File: config.mk
export PLATFORM = sky130hd
export DESIGN_NAME = adc_scan_seq
export DESIGN_NICKNAME = d
export VERILOG_FILES = /design/src/rtl/adc_seq_pkg.sv /design/src/rtl/adc_seq_ctrl.sv /design/src/rtl/adc_result_bank.sv /design/src/rtl/adc_range_check.sv /design/src/rtl/adc_scan_seq.sv
export SDC_FILE = /design/constraint.sdc
export NUM_CORES = 1
export LEC_CHECK = 0
export ABC_CLOCK_PERIOD_IN_PS = 4400
export BUFFER_PORTS_ARGS = -buffer_cell sky130_fd_sc_hd__buf_2
export CAP_MARGIN = 15
export CORE_ASPECT_RATIO = 1.2
export CORE_MARGIN = 2
export CORE_UTILIZATION = 40
export CTS_CLUSTER_DIAMETER = 60
export DETAILED_ROUTE_END_ITERATION = 8
export HOLD_SLACK_MARGIN = 0.05
export SETUP_SLACK_MARGIN = 0.2
export SYNTH_ARGS = -nofsm -noshare
export SYNTH_HDL_FRONTEND = slang
export SYNTH_SLANG_ARGS = --single-unit
File: constraint.sdc
create_clock -name clk -period 4.4 [get_ports clk]
set_clock_uncertainty 0.15 [all_clocks]
set_input_delay 0.88 -clock clk [delete_from_list [all_inputs] [get_ports clk]]
set_output_delay 0.88 -clock clk [all_outputs]
set_load 0.005 [all_outputs]
File: src/rtl/adc_seq_pkg.sv
package adc_seq_pkg;
    localparam int CH_N   = 8;
    localparam int CH_W   = $clog2(CH_N);
    localparam int DATA_W = 12;
    localparam int ST_W   = 8;
    localparam int ADDR_W = 5;
    localparam int REG_W  = 32;
    localparam int PG_W   = ADDR_W - CH_W;

    localparam logic [ADDR_W-1:0] A_CTRL  = ADDR_W'(0);
    localparam logic [ADDR_W-1:0] A_CMD   = ADDR_W'(1);
    localparam logic [ADDR_W-1:0] A_CHEN  = ADDR_W'(2);
    localparam logic [ADDR_W-1:0] A_LIMIT = ADDR_W'(3);
    localparam logic [ADDR_W-1:0] A_STAT  = ADDR_W'(4);
    localparam logic [PG_W-1:0]   PG_STIME = PG_W'(1);
    localparam logic [PG_W-1:0]   PG_RES   = PG_W'(2);

    typedef enum logic [1:0] {SQ_IDLE, SQ_ACQ, SQ_CONV} sq_state_e;

    typedef struct packed {
        logic              hit;
        logic [CH_W-1:0]   ch;
        logic [DATA_W-1:0] data;
    } conv_evt_t;

    typedef struct packed {
        logic            found;
        logic [CH_W-1:0] ch;
    } ch_pick_t;

    // lowest set bit of the mask
    function automatic ch_pick_t first_set(input logic [CH_N-1:0] m);
        ch_pick_t r;
        r = '0;
        for (int i = CH_N - 1; i >= 0; i--) begin
            if (m[i]) begin
                r.found = 1'b1;
                r.ch    = CH_W'(i);
            end
        end
        return r;
    endfunction

    // lowest set bit strictly above the current channel
    function automatic ch_pick_t next_above(input logic [CH_N-1:0] m,
                                            input logic [CH_W-1:0] cur);
        ch_pick_t r;
        r = '0;
        for (int i = CH_N - 1; i >= 0; i--) begin
            if (m[i] && (i > int'(cur))) begin
                r.found = 1'b1;
                r.ch    = CH_W'(i);
            end
        end
        return r;
    endfunction
endpackage

File: src/rtl/adc_seq_ctrl.sv
module adc_seq_ctrl
    import adc_seq_pkg::*;
(
    input  logic                      clk,
    input  logic                      rst,
    input  logic                      start_i,
    input  logic                      cont_i,
    input  logic                      manual_i,
    input  logic [CH_W-1:0]           man_ch_i,
    input  logic [CH_N-1:0]           chen_i,
    input  logic [CH_N-1:0][ST_W-1:0] stime_i,
    input  logic                      adc_done_i,
    input  logic [DATA_W-1:0]         adc_result_i,
    output logic [CH_W-1:0]           mux_sel_o,
    output logic                      adc_sample_o,
    output logic                      adc_start_o,
    output logic                      busy_o,
    output conv_evt_t                 evt_o,
    output logic                      eos_o
);
    sq_state_e       state_q;
    logic [CH_W-1:0] cur_q;
    logic [ST_W-1:0] cnt_q;
    logic            man_q;
    ch_pick_t        pick, wrap;

    always_comb begin
        pick       = next_above(chen_i, cur_q);
        wrap       = first_set(chen_i);
        evt_o.hit  = (state_q == SQ_CONV) && adc_done_i;
        evt_o.ch   = cur_q;
        evt_o.data = adc_result_i;
        eos_o      = evt_o.hit && !man_q && !pick.found;
    end

    always_ff @(posedge clk) begin
        if (rst) begin
            state_q <= SQ_IDLE;
            cur_q   <= '0;
            cnt_q   <= '0;
            man_q   <= 1'b0;
        end else begin
            case (state_q)
                SQ_IDLE: begin
                    if (start_i) begin
                        if (manual_i) begin
                            cur_q   <= man_ch_i;
                            cnt_q   <= stime_i[man_ch_i];
                            man_q   <= 1'b1;
                            state_q <= SQ_ACQ;
                        end else if (wrap.found) begin
                            cur_q   <= wrap.ch;
                            cnt_q   <= stime_i[wrap.ch];
                            man_q   <= 1'b0;
                            state_q <= SQ_ACQ;
                        end
                    end
                end
                SQ_ACQ: begin
                    if (cnt_q == '0) state_q <= SQ_CONV;
                    else             cnt_q   <= cnt_q - 1'b1;
                end
                SQ_CONV: begin
                    if (adc_done_i) begin
                        if (man_q) begin
                            state_q <= SQ_IDLE;
                        end else if (pick.found) begin
                            cur_q   <= pick.ch;
                            cnt_q   <= stime_i[pick.ch];
                            state_q <= SQ_ACQ;
                        end else if (cont_i && wrap.found) begin
                            cur_q   <= wrap.ch;
                            cnt_q   <= stime_i[wrap.ch];
                            state_q <= SQ_ACQ;
                        end else begin
                            state_q <= SQ_IDLE;
                        end
                    end
                end
                default: state_q <= SQ_IDLE;
            endcase
        end
    end

    assign mux_sel_o    = cur_q;
    assign adc_sample_o = (state_q == SQ_ACQ);
    assign adc_start_o  = (state_q == SQ_ACQ) && (cnt_q == '0);
    assign busy_o       = (state_q != SQ_IDLE);


    acq_hold_chk: assert property (@(posedge clk) disable iff (rst)
        (adc_sample_o && !adc_start_o) |=> (adc_sample_o && $stable(mux_sel_o)));

    start_end_chk: assert property (@(posedge clk) disable iff (rst)
        adc_start_o |=> (!adc_sample_o && busy_o));

    no_gap_chk: assert property (@(posedge clk) disable iff (rst)
        (evt_o.hit && !eos_o && !man_q) |=> adc_sample_o);

    man_single_chk: assert property (@(posedge clk) disable iff (rst)
        (evt_o.hit && man_q) |=> !busy_o);
endmodule

File: src/rtl/adc_result_bank.sv
module adc_result_bank
    import adc_seq_pkg::*;
(
    input  logic                        clk,
    input  logic                        rst,
    input  conv_evt_t                   evt_i,
    input  logic [CH_N-1:0]             rd_clr_i,
    output logic [CH_N-1:0][DATA_W-1:0] data_o,
    output logic [CH_N-1:0]             valid_o
);
    for (genvar g = 0; g < CH_N; g++) begin : g_slot
        logic store;
        assign store = evt_i.hit && (evt_i.ch == CH_W'(g));

        always_ff @(posedge clk) begin
            if (rst) begin
                data_o[g]  <= '0;
                valid_o[g] <= 1'b0;
            end else if (store) begin
                data_o[g]  <= evt_i.data;
                valid_o[g] <= 1'b1;
            end else if (rd_clr_i[g]) begin
                valid_o[g] <= 1'b0;
            end
        end


        rd_clear_chk: assert property (@(posedge clk) disable iff (rst)
            (rd_clr_i[g] && !store) |=> !valid_o[g]);
    end


    store_chk: assert property (@(posedge clk) disable iff (rst)
        evt_i.hit |=> (valid_o[$past(evt_i.ch)] &&
                       data_o[$past(evt_i.ch)] == $past(evt_i.data)));
endmodule

File: src/rtl/adc_range_check.sv
module adc_range_check
    import adc_seq_pkg::*;
(
    input  logic              clk,
    input  logic              rst,
    input  conv_evt_t         evt_i,
    input  logic [CH_N-1:0]   rchk_en_i,
    input  logic [DATA_W-1:0] lo_i,
    input  logic [DATA_W-1:0] hi_i,
    input  logic [CH_N-1:0]   clr_i,
    output logic [CH_N-1:0]   flags_o
);
    logic            outside;
    logic [CH_N-1:0] set_vec;

    always_comb begin
        outside = (evt_i.data < lo_i) || (evt_i.data > hi_i);
        set_vec = '0;
        if (evt_i.hit && rchk_en_i[evt_i.ch] && outside)
            set_vec[evt_i.ch] = 1'b1;
    end

    always_ff @(posedge clk) begin
        if (rst) flags_o <= '0;
        else     flags_o <= (flags_o & ~clr_i) | set_vec;
    end


    flag_set_chk: assert property (@(posedge clk) disable iff (rst)
        (evt_i.hit && rchk_en_i[evt_i.ch] && (evt_i.data > hi_i)) |=> flags_o[$past(evt_i.ch)]);

    flag_clr_chk: assert property (@(posedge clk) disable iff (rst)
        (!evt_i.hit && (clr_i != '0)) |=> ((flags_o & $past(clr_i)) == '0));
endmodule

File: src/rtl/adc_scan_seq.sv
module adc_scan_seq
    import adc_seq_pkg::*;
(
    input  logic              clk,
    input  logic              rst,
    input  logic              reg_wr,
    input  logic              reg_rd,
    input  logic [ADDR_W-1:0] reg_addr,
    input  logic [REG_W-1:0]  reg_wdata,
    output logic [REG_W-1:0]  reg_rdata,
    output logic [CH_W-1:0]   mux_sel,
    output logic              adc_sample,
    output logic              adc_start,
    input  logic              adc_done,
    input  logic [DATA_W-1:0] adc_result,
    output logic              irq_range,
    output logic              irq_eos
);
    logic                        cont_q, man_q;
    logic [CH_W-1:0]             mch_q;
    logic [CH_N-1:0]             chen_q, rchk_q;
    logic [DATA_W-1:0]           lo_q, hi_q;
    logic [CH_N-1:0][ST_W-1:0]   stime_q;
    logic                        eos_q;

    logic [PG_W-1:0]             page;
    logic [CH_W-1:0]             idx;
    logic                        start, busy, eos_pulse;
    logic [CH_N-1:0]             clr_mask, rd_clr, flags, res_valid;
    logic [CH_N-1:0][DATA_W-1:0] res_data;
    conv_evt_t                   evt;

    assign page     = reg_addr[ADDR_W-1:CH_W];
    assign idx      = reg_addr[CH_W-1:0];
    assign start    = reg_wr && (reg_addr == A_CMD) && reg_wdata[0];
    assign clr_mask = (reg_wr && reg_addr == A_STAT) ? reg_wdata[CH_N-1:0] : '0;

    for (genvar g = 0; g < CH_N; g++) begin : g_rdclr
        assign rd_clr[g] = reg_rd && (page == PG_RES) && (idx == CH_W'(g));
    end

    always_ff @(posedge clk) begin
        if (rst) begin
            cont_q  <= 1'b0;
            man_q   <= 1'b0;
            mch_q   <= '0;
            chen_q  <= '0;
            rchk_q  <= '0;
            lo_q    <= '0;
            hi_q    <= '1;
            stime_q <= '0;
        end else if (reg_wr) begin
            if (reg_addr == A_CTRL) begin
                cont_q <= reg_wdata[0];
                man_q  <= reg_wdata[1];
                mch_q  <= reg_wdata[2 +: CH_W];
            end
            if (reg_addr == A_CHEN) begin
                chen_q <= reg_wdata[0 +: CH_N];
                rchk_q <= reg_wdata[CH_N +: CH_N];
            end
            if (reg_addr == A_LIMIT) begin
                lo_q <= reg_wdata[0 +: DATA_W];
                hi_q <= reg_wdata[16 +: DATA_W];
            end
            if (page == PG_STIME) stime_q[idx] <= reg_wdata[ST_W-1:0];
        end
    end

    always_ff @(posedge clk) begin
        if (rst)                                            eos_q <= 1'b0;
        else if (eos_pulse)                                 eos_q <= 1'b1;
        else if (reg_wr && reg_addr == A_STAT && reg_wdata[8]) eos_q <= 1'b0;
    end

    adc_seq_ctrl u_ctrl (
        .clk(clk), .rst(rst), .start_i(start), .cont_i(cont_q),
        .manual_i(man_q), .man_ch_i(mch_q), .chen_i(chen_q),
        .stime_i(stime_q), .adc_done_i(adc_done), .adc_result_i(adc_result),
        .mux_sel_o(mux_sel), .adc_sample_o(adc_sample), .adc_start_o(adc_start),
        .busy_o(busy), .evt_o(evt), .eos_o(eos_pulse)
    );

    adc_result_bank u_bank (
        .clk(clk), .rst(rst), .evt_i(evt), .rd_clr_i(rd_clr),
        .data_o(res_data), .valid_o(res_valid)
    );

    adc_range_check u_range (
        .clk(clk), .rst(rst), .evt_i(evt), .rchk_en_i(rchk_q),
        .lo_i(lo_q), .hi_i(hi_q), .clr_i(clr_mask), .flags_o(flags)
    );

    always_comb begin
        reg_rdata = '0;
        if (page == PG_STIME) begin
            reg_rdata[ST_W-1:0] = stime_q[idx];
        end else if (page == PG_RES) begin
            reg_rdata[DATA_W-1:0] = res_data[idx];
            reg_rdata[REG_W-1]    = res_valid[idx];
        end else begin
            case (reg_addr)
                A_CTRL: begin
                    reg_rdata[0]         = cont_q;
                    reg_rdata[1]         = man_q;
                    reg_rdata[2 +: CH_W] = mch_q;
                end
                A_CHEN:  reg_rdata[2*CH_N-1:0] = {rchk_q, chen_q};
                A_LIMIT: begin
                    reg_rdata[0 +: DATA_W]  = lo_q;
                    reg_rdata[16 +: DATA_W] = hi_q;
                end
                A_STAT: begin
                    reg_rdata[CH_N-1:0] = flags;
                    reg_rdata[8]        = eos_q;
                    reg_rdata[16 +: CH_N] = res_valid;
                    reg_rdata[24]       = busy;
                end
                default: reg_rdata = '0;
            endcase
        end
    end

    assign irq_range = |flags;
    assign irq_eos   = eos_q;


    eos_irq_chk: assert property (@(posedge clk) disable iff (rst)
        eos_pulse |=> irq_eos);
endmodule

==> results of run 1 <==
## worst max-delay path, stage by stage
cell and delay, ns:
buf_2 0.14, or3_1 0.55, nor2_1 0.50, a22o_1 0.23, a221oi_1 0.06, a21oi_1 0.34
buf_2 0.18
## Yosys cell counts, types with 20 or more instances
library cell and instances:
nor2_1 97, ha_1 30, inv_1 34, nand3_1 46
mux2i_1 76, a211oi_1 22, mux4_2 58, a22o_1 20
o21ai_0 52, clkbuf_1 98, a21oi_1 202, nand2_1 337
dfxtp_1 236, nor3_1 21
## path summary, 6_finish.rpt
path	start	endpoint	slack [ns]	cells past startpoint
setup reg to reg	u_ctrl.mux_sel_o[1]	u_ctrl.cnt_q[7]	0.81	8
hold / removal	u_bank.data_o[1]	u_bank.data_o[1]	0.30	2
hold reg to reg	u_bank.data_o[1]	u_bank.data_o[1]	0.30	2
setup / recovery	reg_addr[4]	reg_rdata[1]	0.48	7
## flip-flops by register name, indices dropped and copies added, names as in the netlist, 8 cells and up
| name | flops |
|---|---|
| chen_q | 8 |
| hi_q | 12 |
| lo_q | 12 |
| rchk_q | 8 |
| stime_q | 64 |
| u_bank.data_o | 96 |
| u_bank.valid_o | 8 |
| u_ctrl.cnt_q | 8 |
| u_range.flags_o | 8 |
## final cells by class
cell class | count | area (um2) | area share
Clock buffer | 34 | 743 | 0.0490
Clock inverter | 11 | 104 | 0.00684
Inverter | 34 | 128 | 0.00841
Multi-Input combinational cell | 1226 | 8080 | 0.532
Sequential cell | 236 | 4720 | 0.311
Tap cell | 450 | 563 | 0.0371
Timing Repair Buffer | 135 | 835 | 0.0550
## stage by stage
step / utilization / std cells / hold slack [ns] / cell area [um2] / power (uW)
floorplan: - / 1633 / 0.283 / 13500 / 3040
global placement: 0.432 / 2081 / 0.289 / 14300 / 3400
detailed placement: 0.432 / 2081 / 0.295 / 14300 / 3410
CTS: 0.458 / 2126 / 0.303 / 15200 / 5600
global route: 0.458 / 2126 / 0.316 / 15200 / 5820
finish: 0.458 / 2126 / 0.301 / 15200 / 5580
## metal layers
layer  track usage  share of wire  up-vias  routed length [um]
met3        0.0390          0.067      103                3260
met5             0              0        -                   0
met4         0.120          0.042        0                2060
met2         0.461           0.48      512               23100
met1         0.356           0.41     6197               20200
li1              -              -     5925                   -
## cells by family after synthesis
| family | Yosys count | share of synthesized area |
|---|---|---|
| fa+ha+maj | 30 | 0.0278 |
| compound gates | 433 | 0.203 |
| buf+inv | 171 | 0.0517 |
| simple gates | 611 | 0.202 |
| other cells | 1 | 0.000278 |
| xor+xnor | 6 | 0.00390 |
| flops | 236 | 0.350 |
| mux | 143 | 0.161 |
## cells in the final DEF (no fill, tap or decap), types with 5 or more instances in the layout
cell type and instances:
nor2b_1 15, a32o_1 8, o21ai_0 52, nor3_1 21, nand3_1 46, buf_4 49
mux2_2 9, nor4_1 5, nand2b_1 10, o221ai_1 6, o21ai_1 7, a221o_1 9
o211ai_1 12, and2_1 10, a211oi_1 22, a21o_1 12, and3_1 19, a221oi_1 6
ha_1 30, a21oi_1 202, or2_2 5, or3_1 16, a22o_1 20, nand3b_1 8
nor2_1 97, nand4_1 5, o31ai_1 9, a22oi_1 8, mux4_2 58, xor2_1 5
buf_2 83, mux2i_1 76, dfxtp_1 236, clkbuf_16 28, nand2_1 337, inv_1 34
a31oi_1 11
## where the power goes
| part | internal, uW | switching, uW | total (uW) |
|---|---|---|---|
| logic | 406 | 708 | 1110 |
| clock network | 1210 | 986 | 2200 |
| registers | 2190 | 79.6 | 2270 |
| total | 3810 | 1770 | 5580 |
==> results.ini, run 1 <==
[run_status]
outcome = finished clean

[floorplanning]
pin_count = 93
die_x_um = 172
initial_utilization = 0.407
die_h_um = 205
die_area_um2 = 35200
core_um2 = 33200
num_rows = 73

[synth]
yosysSeqAreaShare = 0.350
ys_types = 82
synth_top_cell_by_area = dfxtp_1
synthTopCellsByArea = dfxtp_1, mux4_2, nand2_1, a21oi_1, mux2i_1
synth.avg_cell_area_um2 = 8.27
synth_cells = 1631
ys_seq_elements = 236
yosysTopAreaCellShare = 0.350
synth_warnings = 0
ys.flop_type = dfxtp_1
synth_edf_count = 0
syn_area_um2 = 13500
async_flop_share = 0

[worst_hold_path]
hp-class = reg2reg

[sta]
max_freq_ghz = 0.255
setup_viol = 0
grt_setup_unrepaired = false
relSlewSlack = 0.272
final_max_slew_viol_count = 0
worst_pin_slew_ns = 1.08
setup_tns_ns = 0
fin_crit_sh = 0.891
fin_ws_ns = 0.480
min_period_ns = 3.92
hold_viol = 0

[pwr]
leakage_uw = 0.00567
irDropWorstVdd_uv = 321
power_density_nw_per_um2 = 368

[place]
place.gp.congestion = 1.00
hpwlAfterDp_mm = 34.9
post-place-ws_ns = 0.479
portBuffers = 85

[cts]
clk_latency_ns = 0.59
cts_root_buffer = clkbuf_16
cts_tree = built
htree_levels = 1
cts_resized = 0
postCtsSetupRepairBufs = 0
cts_sinks = 236
hold_buffers = 0
clk_pin_slew_ns = 0.06
cts_max_path_buffers = 3
numCtsBuffers = 28

[global_route]
grt_pass1_vias = 12155
grt_overflow = 0
grt_max_degree = 79
grt_pass1_wl_mm = 74.3
antenna_found_initial = 0
track_usage = 0.277

[final_layout]
area_delta_synth_final_pct = 12.5
diodes = 0
nFillCells = 3301
drive_above_1_share = 0.158
finalNetCount = 1745

[worst_setup_path]
critPathKind = in2out
cp-end-kind = output port
crit_fanout = 7
required_ns = 3.37
crit_path_start_kind = input pin
cp.arrival_ns = 2.89

[run]
max-cap-violations = 0

[routing]
first_pass_iters = 5
drc = 0
drt_wl_total_mm = 48.6
vias_per_cell = 5.99
vias = 12737
detail_route.iter0.violations = 1287
routedWlPerCell_um = 22.8
drtAntennaViolNets = 0

Power figures use the tool's default switching activity.
==> inputs of run 2 (changes only) <==
--- a/config.mk
+++ b/config.mk
@@ -8,7 +8,6 @@
 export ABC_CLOCK_PERIOD_IN_PS = 4400
 export BUFFER_PORTS_ARGS = -buffer_cell sky130_fd_sc_hd__buf_2
 export CAP_MARGIN = 15
-export CORE_ASPECT_RATIO = 1.2
 export CORE_MARGIN = 2
 export CORE_UTILIZATION = 40
 export CTS_CLUSTER_DIAMETER = 60
==> run 2 against run 1 <==
Against the previous run: flip-flop and latch count did not move; clock-buffer cell count rose by 7; critical endpoint is now reg_rdata[4]; highest routed layer unchanged; die area hardly changed; sequential power about the same; routed wire length decreased by 2.9%.
==> results.ini, run 2 (synthesis results as in run 1) <==
[worst_setup_path]
slowest_stage = mux4_2
path_delay_family = compound AO/OA/AOI/OAI gates
required_ns = 3.37
crit_fanout = 29
reg2reg_depth = 7
cp-end-kind = output port
path_cells = buf_4, mux4_2, nor2b_1, a211oi_1, a211oi_1, buf_2
crit_top_cell = a211oi_1
slowest_delay_ns = 0.59
worst-path-stages = 6
crit_path_start_kind = input pin
r2r_end = u_ctrl.cnt_q[7]
cp.arrival_ns = 2.83
crit_end = reg_rdata[4]
r2r-start = u_ctrl.mux_sel_o[0]
regToRegSetupSlack_ns = 0.85
setup.worst_path.start = reg_addr[0]
critPathKind = in2out
critPathBufInv = 2

[cts]
hold_buffers = 0
clk_latency_ns = 0.55
cts_max_path_buffers = 3
postCtsSetupRepairBufs = 0
cts_sinks = 236
cts_resized = 0
numCtsBuffers = 30
clk_pin_slew_ns = 0.06
htree_levels = 1
cts_root_buffer = clkbuf_16
cts_tree = built

[floorplanning]
die_area_um2 = 35200
die_x_um = 188
initial_utilization = 0.404
num_rows = 67
die_h_um = 188
core_um2 = 33400
pin_count = 93

[final_layout]
diodes = 0
finalNetCount = 1739
drive_above_1_share = 0.157
top_regs = u_bank.data_o x96, stime_q x64
final_cell_mix = nand2_1, dfxtp_1, a21oi_1, nor2_1, buf_2
layout_commonest_cell = nand2_1
regMostFlops = u_bank.data_o
nFillCells = 3375
largest_reg_flops = 96
area_delta_synth_final_pct = 12.8

[routing]
drt_wl_total_mm = 47.2
vias = 12723
first_pass_iters = 7
vias_per_cell = 5.99
drtAntennaViolNets = 0
detail_route.iter0.violations = 1606
drc = 0
routedWlPerCell_um = 22.2

[place]
post-place-ws_ns = 0.550
hpwlAfterDp_mm = 34.1
portBuffers = 85
place.gp.congestion = 0.984

[sta]
relSlewSlack = 0.220
min_period_ns = 3.86
hold_viol = 0
setup_tns_ns = 0
grt_setup_unrepaired = false
fin_ws_ns = 0.538
worst_pin_slew_ns = 1.16
max_freq_ghz = 0.259
fin_crit_sh = 0.878
setup_viol = 0
final_max_slew_viol_count = 0

[run]
max-cap-violations = 0

[worst_hold_path]
hp-class = reg2reg

[global_route]
grt_max_degree = 90
track_usage = 0.260
grt_overflow = 0
antenna_found_initial = 0
grt_pass1_wl_mm = 72.1
grt_pass1_vias = 12038

[pwr]
leakage_uw = 0.00568
power_density_nw_per_um2 = 378
irDropWorstVdd_uv = 359

[run_status]
outcome = finished clean

[run 2: final cells by class]
class	instances	area (um2)	area share
multi-input cells	1226	8090	0.532
flip-flops and latches	236	4720	0.310
clock buffers	41	843	0.0554
repair buffers	127	749	0.0492
well taps	448	561	0.0368
inverters	34	128	0.00839
clock inverters	13	123	0.00806
[run 2: worst reg2reg max path, delay by kind of cell (launching register included)]
kind,cells,cell delay (ns)
AO/OA/AOI/OAI,5,1.63
flip-flops,1,0.90
AND/OR/NAND/NOR,2,0.76
[run 2: through the flow]
stage | util | hold slack (ns) | cell area, um2 | std cells | power (uW)
after floorplan | - | 0.283 | 13500 | 1633 | 3040
after global placement | 0.427 | 0.289 | 14300 | 2071 | 3370
after detailed placement | 0.427 | 0.295 | 14300 | 2071 | 3390
after CTS | 0.456 | 0.303 | 15200 | 2125 | 5780
after global routing | 0.456 | 0.321 | 15200 | 2125 | 6000
final | 0.456 | 0.300 | 15200 | 2125 | 5750
[run 2: power breakdown]
group	internal, uW	switching [uW]	total [uW]	leakage, uW
logic	404	664	1070	0.00330
clock network	1410	984	2390	0.000477
registers	2190	98.4	2290	0.00190
total	4010	1750	5750	0.00568
[run 2: per-layer routing]
metal  vias to the layer above  GRT usage  share of wire
met5                         -          0              0
met4                         0     0.0821          0.033
met3                        94     0.0251          0.066
met2                       496      0.421           0.46
met1                      6214      0.365           0.44
li1                       5919          -              -
[run 2: how the worst min path moves through the flow]
stage | cells after the start | start | end
2_1_floorplan | 2 | u_bank.data_o[24] | u_bank.data_o[24]
3_3_place_gp | 2 | u_bank.data_o[68] | u_bank.data_o[68]
3_5_place_dp | 2 | u_bank.data_o[35] | u_bank.data_o[35]
4_1_cts | 2 | u_bank.data_o[35] | u_bank.data_o[35]
5_1_grt | 2 | u_bank.data_o[78] | u_bank.data_o[78]
6_report | 2 | u_bank.data_o[61] | u_bank.data_o[61]
